<file path="config.mk">
export PLATFORM = sky130hd
export DESIGN_NAME = srb_read_top
export DESIGN_NICKNAME = d
export VERILOG_FILES = /design/src/rtl/srb_pkg.sv /design/src/rtl/srb_bus.sv /design/src/rtl/srb_master.sv /design/src/rtl/srb_slave.sv /design/src/rtl/srb_read_top.sv
export SDC_FILE = /design/constraint.sdc
export NUM_CORES = 1
export LEC_CHECK = 0
export ABC_AREA = 1
export BUFFER_PORTS_ARGS = -buffer_cell sky130_fd_sc_hd__buf_4
export CAP_MARGIN = 30
export CORE_MARGIN = 1
export CORE_UTILIZATION = 42
export DETAILED_ROUTE_END_ITERATION = 7
export PLACE_DENSITY_LB_ADDON = 0.1
export SYNTH_ARGS = -nofsm -noshare
export SYNTH_HDL_FRONTEND = slang
export SYNTH_SLANG_ARGS = --single-unit
export TNS_END_PERCENT = 100
</file>
<file path="constraint.sdc">
create_clock -name clk -period 6.8 [get_ports clk]
set_clock_uncertainty 0.1 [all_clocks]
set_input_delay 1.02 -clock clk [delete_from_list [all_inputs] [get_ports clk]]
set_output_delay 1.02 -clock clk [all_outputs]
set_load 0.005 [all_outputs]
</file>
<file path="src/rtl/srb_pkg.sv">
// Package: shared phase encoding and the memory word function for the
// fixed-timing read bus. Assumes address width <= 32 bits.
package srb_pkg;

    // Master transaction phases
    typedef enum logic [1:0] {
        PH_IDLE = 2'd0,
        PH_ADDR = 2'd1,
        PH_GAP  = 2'd2,
        PH_DATA = 2'd3
    } phase_e;

    // Contents of the modelled memory, computed from the address
    function automatic logic [31:0] word_of(input logic [31:0] a);
        return a * 32'd40503 + 32'd23130;
    endfunction

endpackage

</file>
<file path="src/rtl/srb_bus.sv">
// Shared address/data lines modelled as an enable-gated OR multiplexer.
// Assumes the agents keep their enables mutually exclusive. When no
// enable is high, the lines read as zero.
module srb_bus #(
    parameter int N  = 2,
    parameter int DW = 16
) (
    input  logic          clk,
    input  logic          rst_n,
    input  logic [N-1:0]  drv_en,
    input  logic [DW-1:0] drv_val [N],
    output logic [DW-1:0] bus
);
    logic [DW-1:0] gated [N];

    // Gate each agent's value by its own enable
    for (genvar i = 0; i < N; i++) begin : g_gate
        assign gated[i] = {DW{drv_en[i]}} & drv_val[i];
    end

    // Combine the gated values onto the lines
    always_comb begin
        bus = '0;
        for (int i = 0; i < N; i++) bus = bus | gated[i];
    end


    single_driver_chk: assert property (@(posedge clk) disable iff (!rst_n)
        $countones(drv_en) <= 1);
endmodule

</file>
<file path="src/rtl/srb_master.sv">
// Bus master: accepts a host start when idle, raises the read request,
// drives the latched address for ADDR_CYC cycles, waits GAP_CYC cycles,
// and captures the bus in the last of DATA_CYC data cycles. Assumes
// every phase count is at least 1 and AW <= DW.
module srb_master
    import srb_pkg::*;
#(
    parameter int AW       = 8,
    parameter int DW       = 16,
    parameter int ADDR_CYC = 2,
    parameter int GAP_CYC  = 4,
    parameter int DATA_CYC = 2
) (
    input  logic          clk,
    input  logic          rst_n,
    input  logic          start,
    input  logic [AW-1:0] addr,
    input  logic [DW-1:0] bus_in,
    output logic          req,
    output logic          drv_en,
    output logic [DW-1:0] drv_val,
    output logic          done,
    output logic [DW-1:0] rdata
);
    localparam int MAXC = (ADDR_CYC > GAP_CYC) ?
                          ((ADDR_CYC > DATA_CYC) ? ADDR_CYC : DATA_CYC) :
                          ((GAP_CYC  > DATA_CYC) ? GAP_CYC  : DATA_CYC);
    localparam int CW = $clog2(MAXC + 1);

    phase_e        phase;
    logic [CW-1:0] cnt;
    logic [AW-1:0] addr_q;

    // Phase sequencer with per-phase down counter and data capture
    always_ff @(posedge clk) begin
        if (!rst_n) begin
            phase  <= PH_IDLE;
            cnt    <= '0;
            addr_q <= '0;
            done   <= 1'b0;
            rdata  <= '0;
        end else begin
            done <= 1'b0;
            case (phase)
                PH_IDLE: begin
                    if (start) begin
                        phase  <= PH_ADDR;
                        cnt    <= CW'(ADDR_CYC - 1);
                        addr_q <= addr;
                    end
                end
                PH_ADDR: begin
                    if (cnt == '0) begin
                        phase <= PH_GAP;
                        cnt   <= CW'(GAP_CYC - 1);
                    end else begin
                        cnt <= cnt - CW'(1);
                    end
                end
                PH_GAP: begin
                    if (cnt == '0) begin
                        phase <= PH_DATA;
                        cnt   <= CW'(DATA_CYC - 1);
                    end else begin
                        cnt <= cnt - CW'(1);
                    end
                end
                default: begin
                    if (cnt == '0) begin
                        phase <= PH_IDLE;
                        rdata <= bus_in;
                        done  <= 1'b1;
                    end else begin
                        cnt <= cnt - CW'(1);
                    end
                end
            endcase
        end
    end

    // Decode outputs from the phase
    assign req     = (phase != PH_IDLE);
    assign drv_en  = (phase == PH_ADDR);
    assign drv_val = DW'(addr_q);


    req_release_chk: assert property (@(posedge clk) disable iff (!rst_n)
        $fell(req) |-> done);

    addr_on_rise_chk: assert property (@(posedge clk) disable iff (!rst_n)
        $rose(req) |-> drv_en);

    addr_stable_chk: assert property (@(posedge clk) disable iff (!rst_n)
        (drv_en && $past(drv_en)) |-> $stable(drv_val));

    done_pulse_chk: assert property (@(posedge clk) disable iff (!rst_n)
        done |=> !done);

    addr_hold_chk: assert property (@(posedge clk) disable iff (!rst_n)
        (req && $past(req)) |-> $stable(addr_q));
endmodule

</file>
<file path="src/rtl/srb_slave.sv">
// Memory slave: counts the cycles the read request is high, samples the
// address in the last address cycle, and drives the stored word during
// the data window. Assumes the master holds the request for exactly
// ADDR_CYC + GAP_CYC + DATA_CYC cycles.
module srb_slave
    import srb_pkg::*;
#(
    parameter int DW       = 16,
    parameter int ADDR_CYC = 2,
    parameter int GAP_CYC  = 4,
    parameter int DATA_CYC = 2
) (
    input  logic          clk,
    input  logic          rst_n,
    input  logic          req,
    input  logic [DW-1:0] bus_in,
    output logic          drv_en,
    output logic [DW-1:0] drv_val
);
    localparam int TOTAL = ADDR_CYC + GAP_CYC + DATA_CYC;
    localparam int CW    = $clog2(TOTAL + 1);

    logic [CW-1:0] cnt;
    logic [DW-1:0] word_q;

    // Count request-high cycles, clear when the request is low
    always_ff @(posedge clk) begin
        if (!rst_n)   cnt <= '0;
        else if (req) cnt <= cnt + CW'(1);
        else          cnt <= '0;
    end

    // Sample the address in the last address cycle and look up the word
    always_ff @(posedge clk) begin
        if (!rst_n)
            word_q <= '0;
        else if (req && cnt == CW'(ADDR_CYC - 1))
            word_q <= DW'(word_of(32'(bus_in)));
    end

    // Drive only inside the data window
    assign drv_en  = req && (cnt >= CW'(ADDR_CYC + GAP_CYC)) && (cnt < CW'(TOTAL));
    assign drv_val = word_q;


    data_before_release_chk: assert property (@(posedge clk) disable iff (!rst_n)
        $fell(req) |-> $past(drv_en));

    word_held_chk: assert property (@(posedge clk) disable iff (!rst_n)
        (drv_en && $past(drv_en)) |-> $stable(drv_val));
endmodule

</file>
<file path="src/rtl/srb_read_top.sv">
// Top level: master and memory slave joined by the shared-line model.
// The bus lines and enables are brought out for observation.
module srb_read_top #(
    parameter int AW       = 8,
    parameter int DW       = 16,
    parameter int ADDR_CYC = 2,
    parameter int GAP_CYC  = 4,
    parameter int DATA_CYC = 2
) (
    input  logic          clk,
    input  logic          rst_n,
    input  logic          host_start,
    input  logic [AW-1:0] host_addr,
    output logic          host_done,
    output logic [DW-1:0] host_rdata,
    output logic          bus_req,
    output logic [DW-1:0] bus_data,
    output logic          bus_mst_drv,
    output logic          bus_slv_drv
);
    localparam int NAG = 2;

    logic [NAG-1:0] en;
    logic [DW-1:0]  val [NAG];
    logic           req;
    logic [DW-1:0]  lines;

    srb_master #(.AW(AW), .DW(DW), .ADDR_CYC(ADDR_CYC),
                 .GAP_CYC(GAP_CYC), .DATA_CYC(DATA_CYC)) u_mst (
        .clk(clk), .rst_n(rst_n), .start(host_start), .addr(host_addr),
        .bus_in(lines), .req(req), .drv_en(en[0]), .drv_val(val[0]),
        .done(host_done), .rdata(host_rdata)
    );

    srb_slave #(.DW(DW), .ADDR_CYC(ADDR_CYC),
                .GAP_CYC(GAP_CYC), .DATA_CYC(DATA_CYC)) u_slv (
        .clk(clk), .rst_n(rst_n), .req(req), .bus_in(lines),
        .drv_en(en[1]), .drv_val(val[1])
    );

    srb_bus #(.N(NAG), .DW(DW)) u_bus (
        .clk(clk), .rst_n(rst_n), .drv_en(en), .drv_val(val), .bus(lines)
    );

    assign bus_req     = req;
    assign bus_data    = lines;
    assign bus_mst_drv = en[0];
    assign bus_slv_drv = en[1];
endmodule

</file>
==> impl_metrics.tcl, run 1 <==
set metrics [dict create \
    status "finished clean" \
    synth_nets 765 \
    post-place-ws_ns 0.549 \
    ant_nets 0 \
    tns_ns 0 \
    end_kind "register" \
    yosysWarnings 0 \
    antenna_found_initial 0 \
    setup_ws_ns 0.736 \
    critical_path_class "reg2reg" \
    hold_ws_ns 0.364 \
    avgViaCountPerCell 4.98 \
    numCtsBuffers 5 \
    ys_types 33 \
    syn_area_mm2 0.00497 \
    hpwlAfterDp_um 10400 \
    initial_core_util 0.433 \
    wl_per_cell_um 15.3 \
    final_common_cell "inv_1" \
    leakagePower_nw 3.14 \
    tightest_slew_ns 0.792 \
    clk_latency_ns 0.29 \
    cp_max_fo 12 \
    ys_async_sr_fraction 0 \
    nNetsFinal 814 \
    numPortBuffers 46 \
    die_area_mm2 0.0123 \
    synth_enable_flop_cells 0 \
    syn_avg_cell_area_um2 7.88 \
    layout_common_cells "156 x inv_1, 81 x ha_1, 77 x nand2_1" \
    drive_gt1_frac 0.112 \
    relSlewSlack 0.469 \
    slew_violations 0 \
    ys_seq_area_frac 0.201 \
    synthFlopType "dfxtp_1" \
    period_share 0.892 \
    dieHeight_um 111 \
    drcViolationCount 0 \
    ys_top_cells_by_area "ha_1 20%, dfxtp_1 20%, fa_1 17%, inv_1 12%, nand2_1 5.8%" \
    cts.repair.resized 0 \
    finalHoldViolCount 0 \
    core-area_mm2 0.0115 \
    ys_ff_latch 50 \
    wl_um 12600 \
    cts_tree "yes" \
    die_w_um 111 \
    grt_pass1_wl_um 21100 \
    required_ns 6.94 \
    finalPower_mw 1.78 \
    synth_top_cell_area_share 0.204 \
    grt.total_usage 0.218 \
    max_freq_ghz 0.165 \
    cts_sinks 50 \
    htree_levels 2 \
    io_pins 47 \
    ir_drop_mv 0.143 \
    post_cts_buffers 0 \
    startpoint_type "register" \
    core.rowCount 39 \
    p_per_area_mw_per_mm2 313 \
    grt_overflow_total 0 \
    dr.pass1.iters 5 \
    cts.clk_slew.worst_paths_ns 0.07 \
    setup_viol 0 \
    drtIter0Drc 204 \
    gp_congestion 0.955 \
    root_buffer "clkbuf_16" \
    clockBufferDepth 2 \
    vias 4101 \
    drv_cap 0 \
    yosys.area.top_type "ha_1" \
    cp.arrival_ns 6.21 \
    grt_max_degree 37 \
    ctsHoldBuffers 0 \
    post-route-util 0.496 \
    rsz0062_at_grt "false" \
    antenna_cells 0 \
    synthToLayoutAreaGrowth_pct 14.4 \
    fin_crit_ns 6.06 \
    grt_pass1_vias 4166 \
    hold_path.class "reg2reg" \
    postSynthCellCount 631 \
]
## per-stage QoR
stage | cell area (um^2) | cells
floorplan | 4970 | 631
global placement | 5500 | 816
detailed placement | 5500 | 816
CTS | 5670 | 824
global route | 5680 | 824
finish | 5680 | 824
## layer usage
layer / vias up / GRT usage / routed length (um)
met2: 83 / 0.371 / 5940
met5: - / 0 / 0
met3: 8 / 0.0252 / 453
li1: 2068 / - / -
met4: 0 / 0.0391 / 80
met1: 1942 / 0.300 / 6100
## registers in the layout, indices dropped and copies added, names as in the netlist
| name | count |
|---|---|
| u_mst.phase | 2 |
| u_mst.done | 1 |
| u_mst.cnt | 3 |
| u_slv.cnt | 4 |
| u_mst.rdata | 16 |
| u_slv.drv_val | 16 |
| u_mst.addr_q | 8 |
## worst paths after layout
kind | startpoint | end | slack, ns | cells past startpoint
worst min register to register | u_slv.drv_val[2]$_SDFFE_PN0P_ | u_slv.drv_val[2]$_SDFFE_PN0P_ | 0.36 | 2
worst min-delay path | u_slv.drv_val[2]$_SDFFE_PN0P_ | u_slv.drv_val[2]$_SDFFE_PN0P_ | 0.36 | 2
worst max-delay path | u_mst.phase[0]$_SDFFE_PN0P_ | u_slv.drv_val[14]$_SDFFE_PN0P_ | 0.74 | 25
worst max register to register | u_mst.phase[0]$_SDFFE_PN0P_ | u_slv.drv_val[14]$_SDFFE_PN0P_ | 0.74 | 25
## worst max-delay path, cell delays in order (launching register included)
cell and delay [ns]:
dfxtp_1 0.42, inv_1 0.10, ha_1 0.30, nor2_2 0.21
nand2_2 0.24, nor2_1 0.43, ha_1 0.32, inv_1 0.10
ha_1 0.24, inv_1 0.08, fa_1 0.43, inv_1 0.09
fa_1 0.44, fa_1 0.54, inv_1 0.05, fa_1 0.53
inv_1 0.04, ha_1 0.35, inv_1 0.08, nor4_1 0.30
nand3_1 0.12, nand4_1 0.11, nor2_1 0.04, o21ai_0 0.17
o211ai_1 0.11, inv_1 0.07
## Yosys cell counts, drive strengths merged (2+ instances only)
cell type and count:
inv 159, clkbuf 11, a21o 2, nand2 79, xnor2 8, nor2 41
or2 3, o21ai 45, o211ai 10, o22ai 4, nor3 6, a211oi 2
nand3b 2, nand3 18, xor2 14, ha 81, dfxtp 50, nand4 3
a21oi 40, o21bai 4, fa 42
## cell type report
class | instances | area [um^2]
Multi-Input combinational cell | 409 | 3330
Fill cell | 1126 | 5780
Inverter | 160 | 601
Clock buffer | 5 | 125
Timing Repair Buffer | 54 | 405
Tap cell | 143 | 179
Clock inverter | 3 | 43.8
Sequential cell | 50 | 1000
## logic make-up (layout without fill, tap and decap cells)
kind of cell             count (synthesis)  after routing  share of synthesized area
flip-flops                              50             50                      0.201
AND/OR/NAND/NOR                        153            153                      0.131
AO/OA/AOI/OAI                          111            111                      0.124
adder cells (fa/ha/maj)                123            123                      0.373
buffers and inverters                  172            222                      0.131
XOR/XNOR                                22             22                     0.0388
## report_power, final
group | switching, mW | total [mW] | internal, mW | leakage (nW)
logic | 0.687 | 1.10 | 0.410 | 2.65
registers | 0.0334 | 0.386 | 0.353 | 0.407
clock network | 0.120 | 0.294 | 0.175 | 0.0842
total | 0.840 | 1.78 | 0.938 | 3.14
No activity file was read; power rests on OpenSTA's default activity.
==> run 2, diff against run 1 <==
--- a/config.mk
+++ b/config.mk
@@ -5,13 +5,13 @@
 export SDC_FILE = /design/constraint.sdc
 export NUM_CORES = 1
 export LEC_CHECK = 0
-export ABC_AREA = 1
 export BUFFER_PORTS_ARGS = -buffer_cell sky130_fd_sc_hd__buf_4
 export CAP_MARGIN = 30
 export CORE_MARGIN = 1
 export CORE_UTILIZATION = 42
 export DETAILED_ROUTE_END_ITERATION = 7
 export PLACE_DENSITY_LB_ADDON = 0.1
+export RECOVER_POWER = 25
 export SYNTH_ARGS = -nofsm -noshare
 export SYNTH_HDL_FRONTEND = slang
 export SYNTH_SLANG_ARGS = --single-unit
==> run 2 against run 1 <==
  * Sequential share of layout area up 0.62 points
  * Largest cell class unchanged
  * Critical path depth is 3 lower
  * Register-to-register slack worse by 0.34 ns
  * Cell count decreased by 12%
  * Core utilization is 0.65 points higher
  * Via count decreased by 11%
  * Sequential cell count stayed put
  * Clock-buffer cell count up 1
  * Non-clock buffer count unchanged
  * Worst setup slack got worse by 0.34 ns
  * Sequential power shrank 5.2%
  * Routed wire length shrank 11%
==> impl_metrics.tcl, run 2 <==
set metrics [dict create \
    status "finished clean" \
    antenna_found_initial 0 \
    synth_mux_area_frac 0.00447 \
    required_ns 6.92 \
    dr.pass1.iters 4 \
    grt_max_degree 46 \
    cts_sinks 50 \
    grt_overflow_total 0 \
    cts_tree "yes" \
    synthFlopType "dfxtp_1" \
    numCtsBuffers 5 \
    synth_fa_ha_area_frac 0.390 \
    synth_compound_area_frac 0.118 \
    synthTopCellsByCount "93 x inv_1, 81 x ha_1, 62 x nand2_1" \
    ys_ff_latch 50 \
    hpwlAfterDp_um 9310 \
    die_w_um 108 \
    drv_cap 0 \
    yosys.area_share.simple 0.125 \
    synth_top_family_by_area "adder cells" \
    period_share 0.941 \
    max_freq_ghz 0.156 \
    synthToLayoutAreaGrowth_pct 15.4 \
    core-area_mm2 0.0109 \
    switching_power_mw 0.539 \
    synth_enable_flop_cells 0 \
    gp_congestion 0.823 \
    fin_crit_ns 6.40 \
    clockBufferDepth 2 \
    synth_top_cell_area_share 0.213 \
    ir_drop_mv 0.162 \
    nFillCells 1071 \
    antenna_cells 0 \
    p_per_area_mw_per_mm2 251 \
    cp_max_fo 11 \
    fin_cells 725 \
    cts.clk_slew.worst_paths_ns 0.07 \
    clk_latency_ns 0.29 \
    ys_top_cells_by_area "ha_1 21%, dfxtp_1 21%, fa_1 18%, inv_1 7.3%, nand2_1 4.9%" \
    syn_avg_cell_area_um2 8.85 \
    syn_area_mm2 0.00476 \
    synth_nets 672 \
    p_int_mw 0.840 \
    ys_types 49 \
    numPortBuffers 46 \
    drcViolationCount 0 \
    cts.repair.resized 0 \
    core.rowCount 38 \
    ys_seq_area_frac 0.210 \
    grt_pass1_wl_um 18900 \
    vias 3638 \
    grt_pass1_vias 3646 \
    wl_per_cell_um 15.4 \
    relSlewSlack 0.475 \
    p_sw_frac 0.391 \
    slew_violations 0 \
    tns_ns 0 \
    setup_ws_ns 0.398 \
    layout_common_cells "93 x inv_1, 81 x ha_1, 62 x nand2_1" \
    setup_viol 0 \
    yosysWarnings 0 \
    seqPwrFrac 0.266 \
    synth-xor-area-share 0.0660 \
    leakagePower_nw 2.82 \
    p_comb_frac 0.496 \
    rsz0062_at_grt "false" \
    drive_gt1_frac 0.132 \
    htree_levels 2 \
    clockPowerShare 0.238 \
    post_cts_buffers 0 \
    dieHeight_um 108 \
    hold_ws_ns 0.356 \
    initial_core_util 0.435 \
    startpoint_type "register" \
    nNetsFinal 718 \
    yosys.area.top_type "ha_1" \
    dp_cells 717 \
    drtIter0Drc 175 \
    tightest_slew_ns 0.787 \
    ys_async_sr_fraction 0 \
    io_pins 47 \
    root_buffer "clkbuf_16" \
    hold_path.class "reg2reg" \
    finalHoldViolCount 0 \
    end_kind "register" \
    post-place-ws_ns 0.413 \
    die_area_mm2 0.0118 \
    synth.most_common_cell "inv_1" \
    postSynthCellCount 538 \
    wl_um 11200 \
    cp.arrival_ns 6.52 \
    avgViaCountPerCell 5.02 \
    final_common_cell "inv_1" \
    ctsHoldBuffers 0 \
    grt.total_usage 0.212 \
    ant_nets 0 \
    critical_path_class "reg2reg" \
]
## run 2: path summary, 6_finish.rpt
path	startpoint	endpoint	slack, ns	cells past startpoint
max	u_mst.phase[1]$_SDFFE_PN0P_	u_slv.drv_val[15]$_SDFFE_PN0P_	0.40	22
min	u_mst.addr_q[4]$_SDFFE_PN0P_	u_mst.addr_q[4]$_SDFFE_PN0P_	0.36	2
max reg2reg	u_mst.phase[1]$_SDFFE_PN0P_	u_slv.drv_val[15]$_SDFFE_PN0P_	0.40	22
min reg2reg	u_mst.addr_q[4]$_SDFFE_PN0P_	u_mst.addr_q[4]$_SDFFE_PN0P_	0.36	2
## run 2: final cells by class
cell class                      instances  area [um^2]  share of cell area
Sequential cell                        50         1000               0.182
Tap cell                              140          175              0.0319
Clock buffer                            6          139              0.0253
Inverter                               94          353              0.0643
Clock inverter                          2         60.1              0.0109
Multi-Input combinational cell        379         3360               0.611
Timing Repair Buffer                   54          405              0.0738
## run 2: per-layer routing
metal / global-route usage / wire length (um) / part of all wire
met3: 0.0247 / 376 / 0.034
met5: 0 / 0 / 0
met2: 0.349 / 5200 / 0.46
met4: 0.0347 / 79 / 0.0071
met1: 0.302 / 5530 / 0.49
## run 2: cell families (layout without fill, tap and decap cells)
| kind of cell | after synthesis | count (layout) |
|---|---|---|
| AND/OR/NAND/NOR | 131 | 131 |
| adder cells (fa/ha/maj) | 123 | 123 |
| buffers and inverters | 109 | 156 |
| AO/OA/AOI/OAI | 92 | 92 |
| flip-flops | 50 | 50 |
| XOR/XNOR | 31 | 31 |
| multiplexers | 2 | 2 |
## run 2: power groups by stage
stage | Combinational [mW] | Sequential [mW] | Clock [mW]
2_1_floorplan | 0.521 | 0.364 | 0
3_3_place_gp | 0.685 | 0.372 | 0
3_5_place_dp | 0.694 | 0.373 | 0
4_1_cts | 0.699 | 0.367 | 0.336
5_1_grt | 0.792 | 0.372 | 0.346
6_report | 0.683 | 0.366 | 0.329
## run 2: worst max-delay path, stage by stage, from the launching register on
cell	delay, ns
dfxtp_1	0.41
inv_1	0.09
ha_1	0.33
a22oi_1	0.55
inv_1	0.32
ha_1	0.51
ha_1	0.23
inv_1	0.08
fa_1	0.54
inv_1	0.07
fa_1	0.46
fa_1	0.54
inv_1	0.05
fa_1	0.54
inv_1	0.05
ha_1	0.34
o21ai_0	0.25
nor2_1	0.08
a221o_1	0.29
a21oi_1	0.16
xor2_1	0.15
nand2_1	0.08
a21oi_2	0.13
## run 2: through the flow
step	instance area [um^2]	total power [mW]	utilization
detailed placement	5300	1.07	0.484
finish	5490	1.38	0.502
CTS	5490	1.40	0.502
global route	5490	1.51	0.502
floorplan	4760	0.885	-
global placement	5280	1.06	0.483
==> run 3, diff against run 2 <==
--- a/config.mk
+++ b/config.mk
@@ -11,7 +11,7 @@
 export CORE_UTILIZATION = 42
 export DETAILED_ROUTE_END_ITERATION = 7
 export PLACE_DENSITY_LB_ADDON = 0.1
-export RECOVER_POWER = 25
+export RECOVER_POWER = 50
 export SYNTH_ARGS = -nofsm -noshare
 export SYNTH_HDL_FRONTEND = slang
 export SYNTH_SLANG_ARGS = --single-unit
==> constraint.sdc (replaced) <==
create_clock -name clk -period 5.69 [get_ports clk]
set_clock_uncertainty 0.1 [all_clocks]
set_input_delay 0.8535 -clock clk [delete_from_list [all_inputs] [get_ports clk]]
set_output_delay 0.8535 -clock clk [all_outputs]
set_load 0.005 [all_outputs]
==> run 3 against run 2 <==
  * Power rose by 29%
  * Cell count rose by 9.0%
  * Core utilization rose by 7.0 points
  * First-iteration DRC count fell by 36%
  * Clock-buffer cell count fell by 1
  * Critical path depth rose by 3
  * Register-to-register slack got worse by 0.19 ns
  * Sequential share of layout area fell by 2.2 points
  * Highest routed layer unchanged
==> impl_metrics.tcl, run 3 (same netlist as run 2, synthesis figures left out) <==
set metrics [dict create \
    ant_nets 0 \
    wl_per_cell_um 15.8 \
    period_share 0.964 \
    cts.clk_slew.worst_paths_ns 0.07 \
    cp.arrival_ns 5.60 \
    drtIter0Drc 112 \
    p_per_area_mw_per_mm2 284 \
    antenna_found_initial 0 \
    cts_tree "yes" \
    leakagePower_nw 3.14 \
    startpoint_type "register" \
    numCtsBuffers 5 \
    avgViaCountPerCell 4.96 \
    ir_drop_mv 0.167 \
    required_ns 5.81 \
    tightest_slew_ns 0.801 \
    io_pins 47 \
    ctsHoldBuffers 0 \
    slew_violations 0 \
    finalHoldViolCount 0 \
    dr.pass1.iters 4 \
    vias 3917 \
    grt_max_degree 46 \
    grt.total_usage 0.223 \
    clockBufferDepth 2 \
    root_buffer "clkbuf_16" \
    cp_max_fo 5 \
    relSlewSlack 0.465 \
    die_area_mm2 0.0118 \
    initial_core_util 0.435 \
    drcViolationCount 0 \
    antenna_cells 0 \
    clk_latency_ns 0.29 \
    cp_slowest_stage_delay_ns 0.53 \
    grt_overflow_total 0 \
    die_w_um 108 \
    setup_viol 0 \
    tns_ns 0 \
    nNetsFinal 783 \
    critical_path_class "reg2reg" \
    layout_common_cells "94 x buf_4, 83 x inv_1, 65 x ha_1" \
    post-place-ws_ns -0.112 \
    cp_top_family "adder cells" \
    dieHeight_um 108 \
    htree_levels 2 \
    hold_ws_ns 0.355 \
    cts_sinks 50 \
    path_buf_inv 7 \
    status "finished clean" \
    drive_gt1_frac 0.289 \
    synthToLayoutAreaGrowth_pct 31.4 \
    grt_pass1_vias 3983 \
    fin_crit_ns 5.48 \
    gp_congestion 0.883 \
    critPathSlowestCell "fa_1" \
    grt_pass1_wl_um 20000 \
    drv_cap 0 \
    end_kind "register" \
    hpwlAfterDp_um 9870 \
    setup_ws_ns 0.207 \
    hold_path.class "reg2reg" \
    final_common_cell "buf_4" \
    numPortBuffers 46 \
    wl_um 12500 \
    max_freq_ghz 0.182 \
    core.rowCount 38 \
    core-area_mm2 0.0109 \
]
run 3: cell types whose count changed in the layout (fill, tap and decap cells not counted), moves of 4 or more:
| cell | change |
|---|---|
| buf_4 | +50 |
| ha_2 | +5 |
| inv_1 | -10 |
| inv_2 | +10 |
| a22oi_1 | -4 |
| ha_4 | +11 |
| nand2_1 | -4 |
| o21ai_0 | -4 |
| clkbuf_4 | +8 |
| ha_1 | -16 |
| a22oi_2 | +4 |
| a21oi_1 | -4 |
run 3: final timing paths:
check	start	end	slack, ns	cells after the start
worst max-delay path	u_mst.phase[0]$_SDFFE_PN0P_	u_slv.drv_val[15]$_SDFFE_PN0P_	0.21	25
worst min-delay path	u_mst.rdata[13]$_SDFFE_PN0P_	u_mst.rdata[13]$_SDFFE_PN0P_	0.36	2
worst max register to register	u_mst.phase[0]$_SDFFE_PN0P_	u_slv.drv_val[15]$_SDFFE_PN0P_	0.21	25
worst min register to register	u_mst.rdata[13]$_SDFFE_PN0P_	u_mst.rdata[13]$_SDFFE_PN0P_	0.36	2
run 3: where the power goes:
group          internal, mW  switching, mW
combinational         0.489          0.556
sequential            0.401         0.0381
clock                 0.163          0.132
total                  1.05          0.726
run 3: layout make-up:
class / instances / area, um^2
clock buffer: 5 / 125
clock inverter: 3 / 21.3
fill: 1020 / 4680
inverter: 94 / 353
multi-input combinational: 379 / 3630
sequential: 50 / 1000
tap: 140 / 175
timing repair buffer: 119 / 948
run 3: repair_timing:
action / 4_1_cts / 5_1_grt
pin swaps: 7 / 31
endpoints found under the setup margin: 4 / 7
resized for setup: 20 / 39
buffers inserted: 6 / 20
gates cloned: 2 / 0
endpoints found under the hold margin: 0 / 0
run 3: per-stage QoR:
stage                     std cells   util  power [mW]  cell area [um^2]
after CTS                       770  0.544        1.68              5950
after detailed placement        754  0.513        1.33              5610
after global routing            790  0.572        1.95              6250
after floorplan                 538      -        1.06              4780
final                           790  0.572        1.78              6250
after global placement          753  0.512        1.32              5600
run 3: per-layer routing:
layer | vias up | wire, um | track usage
met5 | - | 0 | 0
met4 | 0 | 58 | 0.0290
met3 | 4 | 324 | 0.0301
met2 | 57 | 6230 | 0.392
met1 | 1883 | 5890 | 0.298
li1 | 1973 | - | -
run 3: tightest hold or removal path: cells and delay by family, from the launching register on:
kind	cells	cell delay, ns
and+or+nand+nor	1	0.05
AOI/OAI and AO/OA	1	0.05
DFF	1	0.31
